File: config.mk
export PLATFORM = sky130hd
export DESIGN_NAME = framed_tx
export DESIGN_NICKNAME = d
export VERILOG_FILES = /design/src/rtl/framed_tx_pkg.sv /design/src/rtl/framed_tx_wordbuf.sv /design/src/rtl/framed_tx_sync.sv /design/src/rtl/framed_tx_shifter.sv /design/src/rtl/framed_tx.sv
export SDC_FILE = /design/constraint.sdc
export NUM_CORES = 1
export LEC_CHECK = 0
export CORE_MARGIN = 3
export CORE_UTILIZATION = 55
export CTS_CLUSTER_DIAMETER = 80
export CTS_CLUSTER_SIZE = 10
export DETAILED_ROUTE_END_ITERATION = 16
export PLACE_DENSITY = 0.77
export SETUP_SLACK_MARGIN = 0.2
export SLEW_MARGIN = 30
export SYNTH_ARGS = -nofsm -noshare
export SYNTH_HDL_FRONTEND = slang
export SYNTH_SLANG_ARGS = --single-unit
File: constraint.sdc
create_clock -name clk -period 5.5 [get_ports clk]
set_clock_uncertainty 0.15 [all_clocks]
set_input_delay 0.825 -clock clk [delete_from_list [all_inputs] [get_ports clk]]
set_output_delay 0.825 -clock clk [all_outputs]
set_load 0.05 [all_outputs]
File: src/rtl/framed_tx_pkg.sv
package framed_tx_pkg;
  localparam int WORD_W = 32;
  localparam int LEN_W  = $clog2(WORD_W) + 1;

  // Word-length select to bit count
  function automatic logic [LEN_W-1:0] len_of(input logic [2:0] sel);
    case (sel)
      3'd0:    len_of = LEN_W'(8);
      3'd1:    len_of = LEN_W'(12);
      3'd2:    len_of = LEN_W'(16);
      3'd3:    len_of = LEN_W'(20);
      3'd4:    len_of = LEN_W'(24);
      default: len_of = LEN_W'(32);
    endcase
  endfunction

  // Move the word's MSB (bit len-1) up to bit WORD_W-1
  function automatic logic [WORD_W-1:0] align_msb(input logic [WORD_W-1:0] w,
                                                  input logic [LEN_W-1:0] len);
    align_msb = w << (LEN_W'(WORD_W) - len);
  endfunction
endpackage

File: src/rtl/framed_tx_wordbuf.sv
module framed_tx_wordbuf #(
  parameter int W = 32
) (
  input  logic         clk,
  input  logic         rst,
  input  logic [W-1:0] in_data,
  input  logic         in_valid,
  output logic         in_ready,
  input  logic         consume,
  output logic [W-1:0] held,
  output logic         held_fresh
);
  logic         fresh_q;
  logic [W-1:0] data_q;
  logic         take;

  assign in_ready   = !fresh_q;
  assign take       = in_valid && !fresh_q;
  assign held       = data_q;
  assign held_fresh = fresh_q;

  // data_q keeps the last word taken, so a repeat after underrun sends it again
  always_ff @(posedge clk) begin
    if (rst) begin
      fresh_q <= 1'b0;
      data_q  <= '0;
    end else begin
      if (take) data_q <= in_data;
      fresh_q <= take || (fresh_q && !consume);
    end
  end
endmodule

File: src/rtl/framed_tx_sync.sv
module framed_tx_sync (
  input  logic       clk,
  input  logic       rst,
  input  logic       fsync,
  input  logic [1:0] dly,
  input  logic       busy,
  input  logic       on_last,
  input  logic       on_slast,
  output logic       zstart,
  output logic       launch
);
  logic pend_q;
  logic accept;
  logic window;

  // Where inside a running frame a new sync may be taken
  always_comb begin
    case (dly)
      2'd0:    window = 1'b0;
      2'd1:    window = on_last;
      default: window = on_last || on_slast;
    endcase
  end

  assign accept = fsync && !pend_q && (!busy || window);
  assign zstart = accept && (dly == 2'd0);
  assign launch = (accept && (dly == 2'd1)) || pend_q;

  always_ff @(posedge clk) begin
    if (rst) pend_q <= 1'b0;
    else     pend_q <= accept && dly[1];
  end
endmodule

File: src/rtl/framed_tx_shifter.sv
module framed_tx_shifter
  import framed_tx_pkg::*;
#(
  parameter int CNT_W = 7
) (
  input  logic              clk,
  input  logic              rst,
  input  logic              two_phase,
  input  logic [2:0]        a_len_sel,
  input  logic [2:0]        b_len_sel,
  input  logic [CNT_W-1:0]  a_cnt_m1,
  input  logic [CNT_W-1:0]  b_cnt_m1,
  input  logic              zstart,
  input  logic              launch,
  input  logic [WORD_W-1:0] held,
  input  logic              held_fresh,
  output logic              consume,
  output logic              busy,
  output logic              on_last,
  output logic              on_slast,
  output logic              sdata,
  output logic              sdata_en,
  output logic              frame_start,
  output logic              frame_end,
  output logic              underrun
);
  localparam int WC_W = CNT_W + 1;

  logic              act_q, ph_q, first_q, unr_q;
  logic [WORD_W-1:0] sh_q;
  logic [LEN_W-1:0]  bl_q;
  logic [WC_W-1:0]   wl_q;

  logic [LEN_W-1:0]  a_len, b_len, nxt_len, v_bl;
  logic [WC_W-1:0]   a_wl, b_wl, nxt_wl, v_wl;
  logic [WORD_W-1:0] v_sh;
  logic              v_act, v_ph, v_first, v_unr, nxt_ph;
  logic              v_lastword, word_done, q_lastword;

  assign a_len = len_of(a_len_sel);
  assign b_len = len_of(b_len_sel);
  assign a_wl  = WC_W'(a_cnt_m1) + WC_W'(1);
  assign b_wl  = WC_W'(b_cnt_m1) + WC_W'(1);

  // View of the bit on the line this cycle: the registers, or a word
  // starting right now when the delay is zero
  always_comb begin
    if (act_q) begin
      v_act = 1'b1;     v_sh = sh_q;   v_bl = bl_q;  v_wl = wl_q;
      v_ph  = ph_q;     v_first = first_q;           v_unr = unr_q;
    end else begin
      v_act = zstart;   v_sh = align_msb(held, a_len);
      v_bl  = a_len;    v_wl = a_wl;   v_ph = 1'b0;
      v_first = 1'b1;   v_unr = !held_fresh;
    end
  end

  assign v_lastword = (v_wl == WC_W'(1)) && (v_ph || !two_phase);
  assign word_done  = v_act && (v_bl == LEN_W'(1));

  // Next word in the frame: same phase while words remain, else phase B
  always_comb begin
    if (v_wl != WC_W'(1)) begin
      nxt_len = v_ph ? b_len : a_len;
      nxt_wl  = v_wl - WC_W'(1);
      nxt_ph  = v_ph;
    end else begin
      nxt_len = b_len;
      nxt_wl  = b_wl;
      nxt_ph  = 1'b1;
    end
  end

  assign consume = launch || zstart || (word_done && !v_lastword);

  always_ff @(posedge clk) begin
    if (rst) begin
      act_q <= 1'b0;  sh_q <= '0;  bl_q <= '0;  wl_q <= '0;
      ph_q  <= 1'b0;  first_q <= 1'b0;  unr_q <= 1'b0;
    end else if (launch) begin
      act_q <= 1'b1;  sh_q <= align_msb(held, a_len);
      bl_q  <= a_len; wl_q <= a_wl;  ph_q <= 1'b0;
      first_q <= 1'b1;  unr_q <= !held_fresh;
    end else if (v_act && !word_done) begin
      act_q <= 1'b1;  sh_q <= v_sh << 1;
      bl_q  <= v_bl - LEN_W'(1);  wl_q <= v_wl;  ph_q <= v_ph;
      first_q <= 1'b0;  unr_q <= 1'b0;
    end else if (word_done && !v_lastword) begin
      act_q <= 1'b1;  sh_q <= align_msb(held, nxt_len);
      bl_q  <= nxt_len;  wl_q <= nxt_wl;  ph_q <= nxt_ph;
      first_q <= 1'b0;  unr_q <= !held_fresh;
    end else begin
      act_q <= 1'b0;
    end
  end

  assign q_lastword = (wl_q == WC_W'(1)) && (ph_q || !two_phase);
  assign busy       = act_q;
  assign on_last    = act_q && q_lastword && (bl_q == LEN_W'(1));
  assign on_slast   = act_q && q_lastword && (bl_q == LEN_W'(2));

  assign sdata       = v_act && v_sh[WORD_W-1];
  assign sdata_en    = v_act;
  assign frame_start = v_act && v_first;
  assign frame_end   = word_done && v_lastword;
  assign underrun    = v_act && v_unr;
endmodule

File: src/rtl/framed_tx.sv
module framed_tx
  import framed_tx_pkg::*;
#(
  parameter int CNT_W = 7
) (
  input  logic              clk,
  input  logic              rst,
  input  logic              cfg_two_phase,
  input  logic [2:0]        cfg_a_len,
  input  logic [2:0]        cfg_b_len,
  input  logic [CNT_W-1:0]  cfg_a_words,
  input  logic [CNT_W-1:0]  cfg_b_words,
  input  logic [1:0]        cfg_delay,
  input  logic              fsync,
  input  logic [WORD_W-1:0] word_data,
  input  logic              word_valid,
  output logic              word_ready,
  output logic              sdata,
  output logic              sdata_en,
  output logic              frame_start,
  output logic              frame_end,
  output logic              underrun
);
  logic [WORD_W-1:0] held;
  logic held_fresh, consume, busy, on_last, on_slast, zstart, launch;

  framed_tx_wordbuf #(.W(WORD_W)) u_buf (
    .clk(clk), .rst(rst), .in_data(word_data), .in_valid(word_valid),
    .in_ready(word_ready), .consume(consume), .held(held),
    .held_fresh(held_fresh)
  );

  framed_tx_sync u_sync (
    .clk(clk), .rst(rst), .fsync(fsync), .dly(cfg_delay), .busy(busy),
    .on_last(on_last), .on_slast(on_slast), .zstart(zstart), .launch(launch)
  );

  framed_tx_shifter #(.CNT_W(CNT_W)) u_shift (
    .clk(clk), .rst(rst), .two_phase(cfg_two_phase),
    .a_len_sel(cfg_a_len), .b_len_sel(cfg_b_len),
    .a_cnt_m1(cfg_a_words), .b_cnt_m1(cfg_b_words),
    .zstart(zstart), .launch(launch), .held(held), .held_fresh(held_fresh),
    .consume(consume), .busy(busy), .on_last(on_last), .on_slast(on_slast),
    .sdata(sdata), .sdata_en(sdata_en), .frame_start(frame_start),
    .frame_end(frame_end), .underrun(underrun)
  );
endmodule

## Yosys cells after proc, flatten, opt, wreduce, memory -nomap -nowiden

Index checks and enable logic that the tools add are counted.

- Flip-flop bits (word level): 84
- Output and inout port bits: 6

- Equal/unequal tests: 15
- Muxes and demuxes: 34
- Reductions and logical operators: 40
- $add $sub $neg: 6
- Shift operators: 2

Operator list:

| cell | number |
|---|---|
| $mux 32 | 4 |
| $shl 32x6->32 | 2 |
| $pmux 6 s5 | 2 |
| $mux 8 | 5 |
| $mux 6 | 6 |
| $logic_and 1x1->1 | 19 |
| $add 7x1->8 const B | 2 |
| $eq 8x1->1 const B | 2 |
| $mux 1 | 16 |
| $eq 3x2->1 const B | 4 |
| $eq 6x1->1 const B | 2 |
| $sub 6x6->6 const A | 2 |
| $logic_or 1x1->1 | 8 |
| $ne 8x1->1 const B | 1 |
| $sub 8x1->8 const B | 1 |
| $logic_not 1->1 | 7 |
| $eq 3x1->1 const B | 2 |
| $eq 3x3->1 const B | 2 |
| $eq 6x2->1 const B | 1 |
| $logic_not 3->1 | 2 |
| $sub 6x1->6 const B | 1 |
| $reduce_bool 3->1 | 1 |
| $eq 2x1->1 const B | 1 |
| $logic_not 2->1 | 1 |
| 3 further kinds | 3 |

## Logic depth before layout (Yosys ltp)

Gate-level depths: netlist of run 1.

- Depth in word-level cells: 17
- Gate-level depth with buffers: 21
- Depth with buffers taken out: 15

## Modules after synthesis

Synthesis of run 1 repeated with hierarchy kept, for this count alone.

- Cell total of the unflattened synthesis: 907
- Area, all modules: 7428.4 um2

Modules (own cells, without submodules):

| module | area an instance (um2) | cells each | instances |
|---|---|---|---|
| framed_tx_shifter | 5779.3 | 750 | 1 |
| framed_tx_wordbuf | 1569.0 | 149 | 1 |
| framed_tx_sync | 80.1 | 8 | 1 |

## Worst setup path before layout of run 1

No wires, ideal clock.

- Path kind: register -> output
- Start point: register u_shift.act_q (netlist: u_shift.busy)
- End point: output frame_end
- Stages on the path, launching flop included: 12
- Path slack: 0.558 ns
- Path buffers: 5
- Arrival time: 3.967 ns
- Path through: dfxtp_1 buf_2 buf_2 clkbuf_1 buf_1 buf_1 nand2_1 inv_1 ha_1 o211ai_1 or3_1 nor4b_1

- Word-level cells in the longest chain between the ends: 10
- Elaborated cells on any way between the ends: 19
- Those cells by class: 2 x eq/ne; 5 x mux; 12 x reduce/logical

Ends and longest elaborated chain:

| what | line | text |
|---|---|---|
| start: declaration | framed_tx_shifter.sv:29 | `logic act_q, ph_q, first_q, unr_q;` |
| start signal: assignment | framed_tx_shifter.sv:78 | `act_q <= 1'b0; sh_q <= '0; bl_q <= '0; wl_q <= '0;` |
| start signal: assignment | framed_tx_shifter.sv:81 | `act_q <= 1'b1; sh_q <= align_msb(held, a_len);` |
| start signal: assignment | framed_tx_shifter.sv:85 | `act_q <= 1'b1; sh_q <= v_sh << 1;` |
| $logic_and 1x1->1 | framed_tx_shifter.sv:99, framed_tx_shifter.sv:100 |  |
| $logic_and 1x1->1, on equally long branches | framed_tx_shifter.sv:99, framed_tx_shifter.sv:100 |  |
| $logic_or 1x1->1 | framed_tx_sync.sv:21 | `default: window = on_last \|\| on_slast;` |
| $pmux 1 s2 | framed_tx_sync.sv:18 | `case (dly)` |
| $logic_or 1x1->1 | framed_tx_sync.sv:25 | `assign accept = fsync && !pend_q && (!busy \|\| window);` |
| $logic_and 1x1->1 | framed_tx_sync.sv:25 |  |
| $logic_and 1x1->1 | framed_tx_sync.sv:26 | `assign zstart = accept && (dly == 2'd0);` |
| $mux 1 | framed_tx_shifter.sv:48 | `if (act_q) begin` |
| $logic_and 1x1->1 | framed_tx_shifter.sv:59 | `assign word_done = v_act && (v_bl == LEN_W'(1));` |
| $logic_and 1x1->1 (*) | framed_tx_shifter.sv:105 | `assign frame_end = word_done && v_lastword;` |
| end: declaration | framed_tx.sv:21 | `output logic frame_end,` |

Every way passes the cells marked *; elsewhere a longest branch is shown, timed or not.

## Final worst setup path of run 1

- Start point: input cfg_a_words[2]
- End point: output frame_end

- Word-level cells in the longest chain between the ends: 5

Ends and longest elaborated chain:

| what | line | text |
|---|---|---|
| start: declaration | framed_tx.sv:11 | `input logic [CNT_W-1:0] cfg_a_words,` |
| $add 7x1->8 | framed_tx_shifter.sv:42 | `assign a_wl = WC_W'(a_cnt_m1) + WC_W'(1);` |
| $mux 8 | framed_tx_shifter.sv:48 |  |
| $eq 8x1->1 | framed_tx_shifter.sv:58 | `assign v_lastword = (v_wl == WC_W'(1)) && (v_ph \|\| !two_phase);` |
| $logic_and 1x1->1 | framed_tx_shifter.sv:58 |  |
| $logic_and 1x1->1 | framed_tx_shifter.sv:105 |  |

No other way between the ends.

==> impl_metrics.yaml, run 1 <==
run_status:
  status: "complete, no violations"
floorplan:
  chipWidth_um: 117.3
  die_h_um: 117.3
  io_pins: 65
  start_util_pct: 56.51
  fp-row-count: 40
  dieArea_sq_um: 13770
  core-area_sq_um: 12060
sta:
  min_period_ns: 4.914
  grt_setup_unrepaired: "false"
  final-max-slew-violation-count: 0
  slew_headroom_pct: 45.66
  period_share_pct: 89.35
  worst_slack_ns: 0.5859
  setup_tns_ns: 0
  fmax_ghz: 0.2035
  finalHoldViolations: 0
  finalSetupViolCount: 0
  worstMarginPinSlew_ns: 0.8121
yosys:
  synth_ff_type: "dfxtp_1"
  synth_cell_types: 79
  synth_top_family_by_area: "compound AO/OA/AOI/OAI gates"
  async_flop_share_pct: 0
  synth-compound-area-share_pct: 28.43
  netlist_area_sq_um: 6817
  yosysTopAreaCell: "dfxtp_1"
  synth_cells: 850
  ys_seq_area_share_pct: 24.67
  synth_top_area_share_pct: 24.67
  yosys.area_share.xor_xnor_pct: 2.570
  synth_mux_area_share_pct: 17.46
  synth-seq-cells: 84
  syn_avg_cell_area_sq_um: 8.019
  synth_edf_count: 0
  syn_nets: 916
  yosysWarnings: 0
  synthAdderAreaFrac_pct: 1.285
  yosys.area_share.simple_pct: 19.66
  synth_area_leaders: "dfxtp_1 25%, mux4_2 6.9%, nand2_1 6.9%"
global_route:
  grt_pass1_wl_mm: 39.01
  grt_pass1_vias: 6793
  grt_max_degree: 42
  track_usage_pct: 35.79
  grt-ovfl-total: 0
  antenna_found_initial: 0
layout:
  n_antenna_cell: 0
  drive_above_1_share_pct: 12.98
  finalNetCount: 955
  mostFrequentLayoutCells: "124 x nand2_1, 83 x dfxtp_1, 81 x a21oi_1"
  nFillCells: 1071
  area_delta_synth_final_pct: 16.30
  mostFrequentLayoutCell: "nand2_1"
clock_tree:
  ctsHoldBuffers: 0
  cts_buffers: 9
  cts_max_path_buffers: 2
  htree_levels: 3
  post-cts-setup-buffers: 0
  cts_tree: "yes"
  clock-sinks: 84
  clkSlewWorstSetupHoldPaths_ns: 0.06
  cts-root-buf: "clkbuf_16"
  cts_resized: 0
  worst_skew_pair.late_latency_ns: 0.36
place:
  hpwl_mm: 18.16
  gp_congestion: 1.017
  pre_cts_ws_ns: 0.4070
  port_buffers: 64
critical_path:
  cp_max_fo: 7
  rrSetupSlack_ns: 1.57
  endpoint_kind: "output pin"
  start_kind: "input pin"
  required_ns: 4.53
  cp.arrival_ns: 3.94
  worstSetupPathType: "in -> out"
pwr:
  power.share.clock_pct: 29.5
  power.density_nw_per_um2: 267.9
  sequentialPowerShare_pct: 35.6
  share_comb_of_total_power_pct: 34.9
  ir_worst_vdd_mv: 0.1935
  p_switching_uw: 792.6
  leakage_uw: 0.002942
  p_sw_share_pct: 37.32
  p_int_uw: 1331
routing:
  routed_via_density: 6.868
  vias: 7294
  drc: 0
  drt_iter0_markers: 1129
  drt_pre_antenna_iters: 6
  ant_nets: 0
  routed_wirelength_mm: 25.09
  post_drt_wl_per_cell_um: 23.63
hold_path:
  hp-class: "reg -> reg"
job:
  max_cap_violations: 0
## cell usage after synthesis, types with 7 or more instances
cell and count:
a211oi_1 20, a21oi_1 82, a221oi_1 16, a22o_1 8, a22oi_1 11, a311oi_1 7
a31oi_1 10, and3_1 7, buf_2 8, clkbuf_1 51, dfxtp_1 84, ha_1 7
inv_1 8, mux2_2 10, mux2i_1 38, mux4_1 8, mux4_2 21, nand2_1 125
nand2b_1 8, nand3_1 18, nor2_1 77, nor2b_1 7, nor3_1 24, o21ai_0 45
o221ai_1 7, o22ai_1 8, o31a_1 7, o31ai_1 7, xnor2_1 11, xor2_1 9
## per-layer routing
layer | share of wire [%] | track usage, % | vias to the layer above
li1 | - | - | 3285
met4 | 2.8 | 12.17 | 0
met2 | 43 | 51.30 | 516
met3 | 14 | 12.44 | 48
met1 | 41 | 50.34 | 3445
met5 | 0 | 0 | -
## cells by family (layout without fill, tap and decap cells)
group	Yosys count	in the layout
adder cells (fa/ha/maj)	7	7
AND/OR/NAND/NOR	296	296
AO/OA/AOI/OAI	281	281
multiplexers	78	78
flip-flops	84	84
XOR/XNOR	20	20
buffers and inverters	84	128
## metrics by stage
step	instance area [sq um]	std cells	utilization [%]	hold slack, ns	power (uW)
global route	7928	1062	65.73	0.3345	2212
finish	7928	1062	65.73	0.3142	2124
floorplan	6817	850	-	0.2744	1227
detailed placement	7625	1046	63.22	0.3023	1482
global placement	7620	1046	63.17	0.2933	1467
CTS	7925	1062	65.71	0.3166	2103
## critical path: stages
cell             delay [ns]
clkdlybuf4s50_1        0.55
and3_1                 0.27
or3_4                  0.36
a211oi_4               0.38
o21ai_0                0.26
nor4b_1                0.41
clkdlybuf4s50_1        0.88
## worst paths after layout
kind / from / to / depth (start not counted)
worst max-delay path: cfg_a_words[2] / frame_end / 7
worst min-delay path: u_shift.unr_q$_SDFFE_PP0P_ / u_shift.unr_q$_SDFFE_PP0P_ / 2
worst max register to register: u_shift.busy$_SDFF_PP0_ / u_shift.sh_q[12]$_SDFFE_PP0P_ / 14
worst min register to register: u_shift.unr_q$_SDFFE_PP0P_ / u_shift.unr_q$_SDFFE_PP0P_ / 2
## cell type report
type | count | area [sq um] | area share (%)
flip-flops and latches | 84 | 1683 | 21.23
multi-input cells | 682 | 4750 | 59.91
repair buffers | 101 | 935.9 | 11.81
clock inverters | 7 | 75.07 | 0.9470
well taps | 168 | 210.2 | 2.652
inverters | 11 | 48.80 | 0.6155
clock buffers | 9 | 225.2 | 2.841
## power groups by stage
| stage | Combinational (uW) | Clock, uW | Sequential [uW] |
|---|---|---|---|
| final | 741 | 626 | 756 |
| after global routing | 799 | 652 | 761 |
| after CTS | 723 | 629 | 750 |
| after detailed placement | 718 | 0 | 763 |
| after global placement | 708 | 0 | 759 |
| after floorplan | 507 | 0 | 720 |
## sequential cells by signal, summed over array words and instances, names as in the netlist
register,count
u_shift.sh_q,32
u_shift.first_q,1
u_shift.unr_q,1
u_sync.pend_q,1
u_shift.bl_q,6
u_shift.busy,1
u_buf.held,32
u_buf.held_fresh,1
u_shift.ph_q,1
u_shift.wl_q,8
Note: power is estimated with default switching activity, not from simulation.
==> inputs of run 2 (changes only) <==
Settings changed: HOLD_SLACK_MARGIN from default to 0.06.
==> results of run 2 <==
The final DEF is identical to that of run 1; final timing and power are the same.
==> inputs of run 3 (changes only) <==
Settings changed: SLEW_MARGIN 30 to default.
==> run 3 against run 2 <==
  * Critical path depth stayed put
  * Critical endpoint unchanged
  * Core utilization is 0.083 points higher
  * Register-to-register slack worse by 0.05 ns
  * Design area is 0.13% higher
  * Count of clock-buffer cells in the layout is 1 higher
  * Global-route usage is 0.32 points higher
  * Fmax is 0.88% higher
  * Largest cell class unchanged
  * Critical path type unchanged
  * Highest routed layer unchanged
  * Sequential power hardly changed
  * Clock power is 6.1% higher
==> impl_metrics.yaml, run 3 (same netlist as run 1, synthesis figures left out) <==
run_status:
  status: "complete, no violations"
global_route:
  grt_pass1_wl_mm: 39.47
  track_usage_pct: 36.11
  grt-ovfl-total: 0
  grt_pass1_vias: 6903
  grt_max_degree: 42
  antenna_found_initial: 0
clock_tree:
  htree_levels: 3
  clkSlewWorstSetupHoldPaths_ns: 0.06
  cts_max_path_buffers: 2
  cts_tree: "yes"
  cts_buffers: 9
  worst_skew_pair.late_latency_ns: 0.35
  cts-root-buf: "clkbuf_16"
  cts_resized: 0
  clock-sinks: 84
  ctsHoldBuffers: 0
  post-cts-setup-buffers: 0
critical_path:
  worstSetupPathType: "in -> out"
  required_ns: 4.53
  cp_max_fo: 7
  endpoint_kind: "output pin"
  start_kind: "input pin"
  cp.arrival_ns: 3.90
routing:
  routed_via_density: 6.963
  drt_iter0_markers: 1164
  post_drt_wl_per_cell_um: 23.81
  vias: 7395
  routed_wirelength_mm: 25.29
  drt_pre_antenna_iters: 6
  ant_nets: 0
  drc: 0
pwr:
  power_uw: 2166
  ir_worst_vdd_mv: 0.2237
  power.density_nw_per_um2: 272.9
  leakage_uw: 0.002948
floorplan:
  dieArea_sq_um: 13770
  start_util_pct: 56.51
  chipWidth_um: 117.3
  core-area_sq_um: 12060
  die_h_um: 117.3
  fp-row-count: 40
  io_pins: 65
sta:
  worstMarginPinSlew_ns: 1.133
  setup_tns_ns: 0
  fmax_ghz: 0.2053
  finalHoldViolations: 0
  finalSetupViolCount: 0
  grt_setup_unrepaired: "false"
  period_share_pct: 88.56
  final-max-slew-violation-count: 0
  slew_headroom_pct: 24.10
  min_period_ns: 4.871
place:
  dp.cells: 1046
  port_buffers: 64
  hpwl_mm: 18.03
  gp_congestion: 1.017
layout:
  n_antenna_cell: 0
  final_cells: 1062
  mostFrequentLayoutCell: "nand2_1"
  drive_above_1_share_pct: 12.75
  finalNetCount: 955
  area_delta_synth_final_pct: 16.45
  mostFrequentLayoutCells: "125 x nand2_1, 83 x dfxtp_1, 81 x a21oi_1"
job:
  max_cap_violations: 0
hold_path:
  hp-class: "reg -> reg"
==> run 3: where the power goes <==
part / total [uW] / switching (uW) / internal [uW]
sequential: 756 / 83.2 / 672
clock: 664 / 266 / 398
combinational: 746 / 442 / 304
total: 2170 / 791 / 1370
==> run 3: worst paths after layout <==
check / from / to / slack [ns] / cells after the start
min: u_shift.sh_q[31]$_SDFFE_PP0P_ / u_shift.sh_q[31]$_SDFFE_PP0P_ / 0.32 / 2
min reg2reg: u_shift.sh_q[31]$_SDFFE_PP0P_ / u_shift.sh_q[31]$_SDFFE_PP0P_ / 0.32 / 2
max: cfg_a_words[2] / frame_end / 0.63 / 7
max reg2reg: u_shift.busy$_SDFF_PP0_ / u_shift.sh_q[13]$_SDFFE_PP0P_ / 1.52 / 14
==> run 3: critical path, cell delays in order <==
cell and delay, ns:
clkdlybuf4s50_1 0.56, and3_1 0.27, or3_4 0.36, a211oi_4 0.37
o21ai_0 0.24, nor4b_1 0.39, clkdlybuf4s50_1 0.87
==> run 3: stage by stage <==
stage,setup WS [ns],area [sq um],util (%),hold WS [ns]
after floorplan,0.5583,6817,-,0.2744
after global placement,0.4972,7620,63.17,0.2933
after detailed placement,0.3900,7620,63.17,0.3010
after CTS,0.6428,7938,65.81,0.3140
after global routing,0.3759,7938,65.81,0.3350
final,0.6289,7938,65.81,0.3173
==> run 3: final cells by class <==
cell class / count / area (sq um)
timing repair buffer: 101 / 935.9
clock buffer: 10 / 229.0
multi-input combinational: 682 / 4742
sequential: 84 / 1683
inverter: 11 / 48.80
clock inverter: 6 / 88.84
fill: 1066 / 4124
tap: 168 / 210.2
==> run 3: layer usage <==
layer	vias up	track usage (%)	wire (um)
li1	3273	-	-
met1	3527	52.32	10370
met2	535	52.71	10900
met3	60	9.981	3267
met4	0	10.63	747
met5	-	0	0
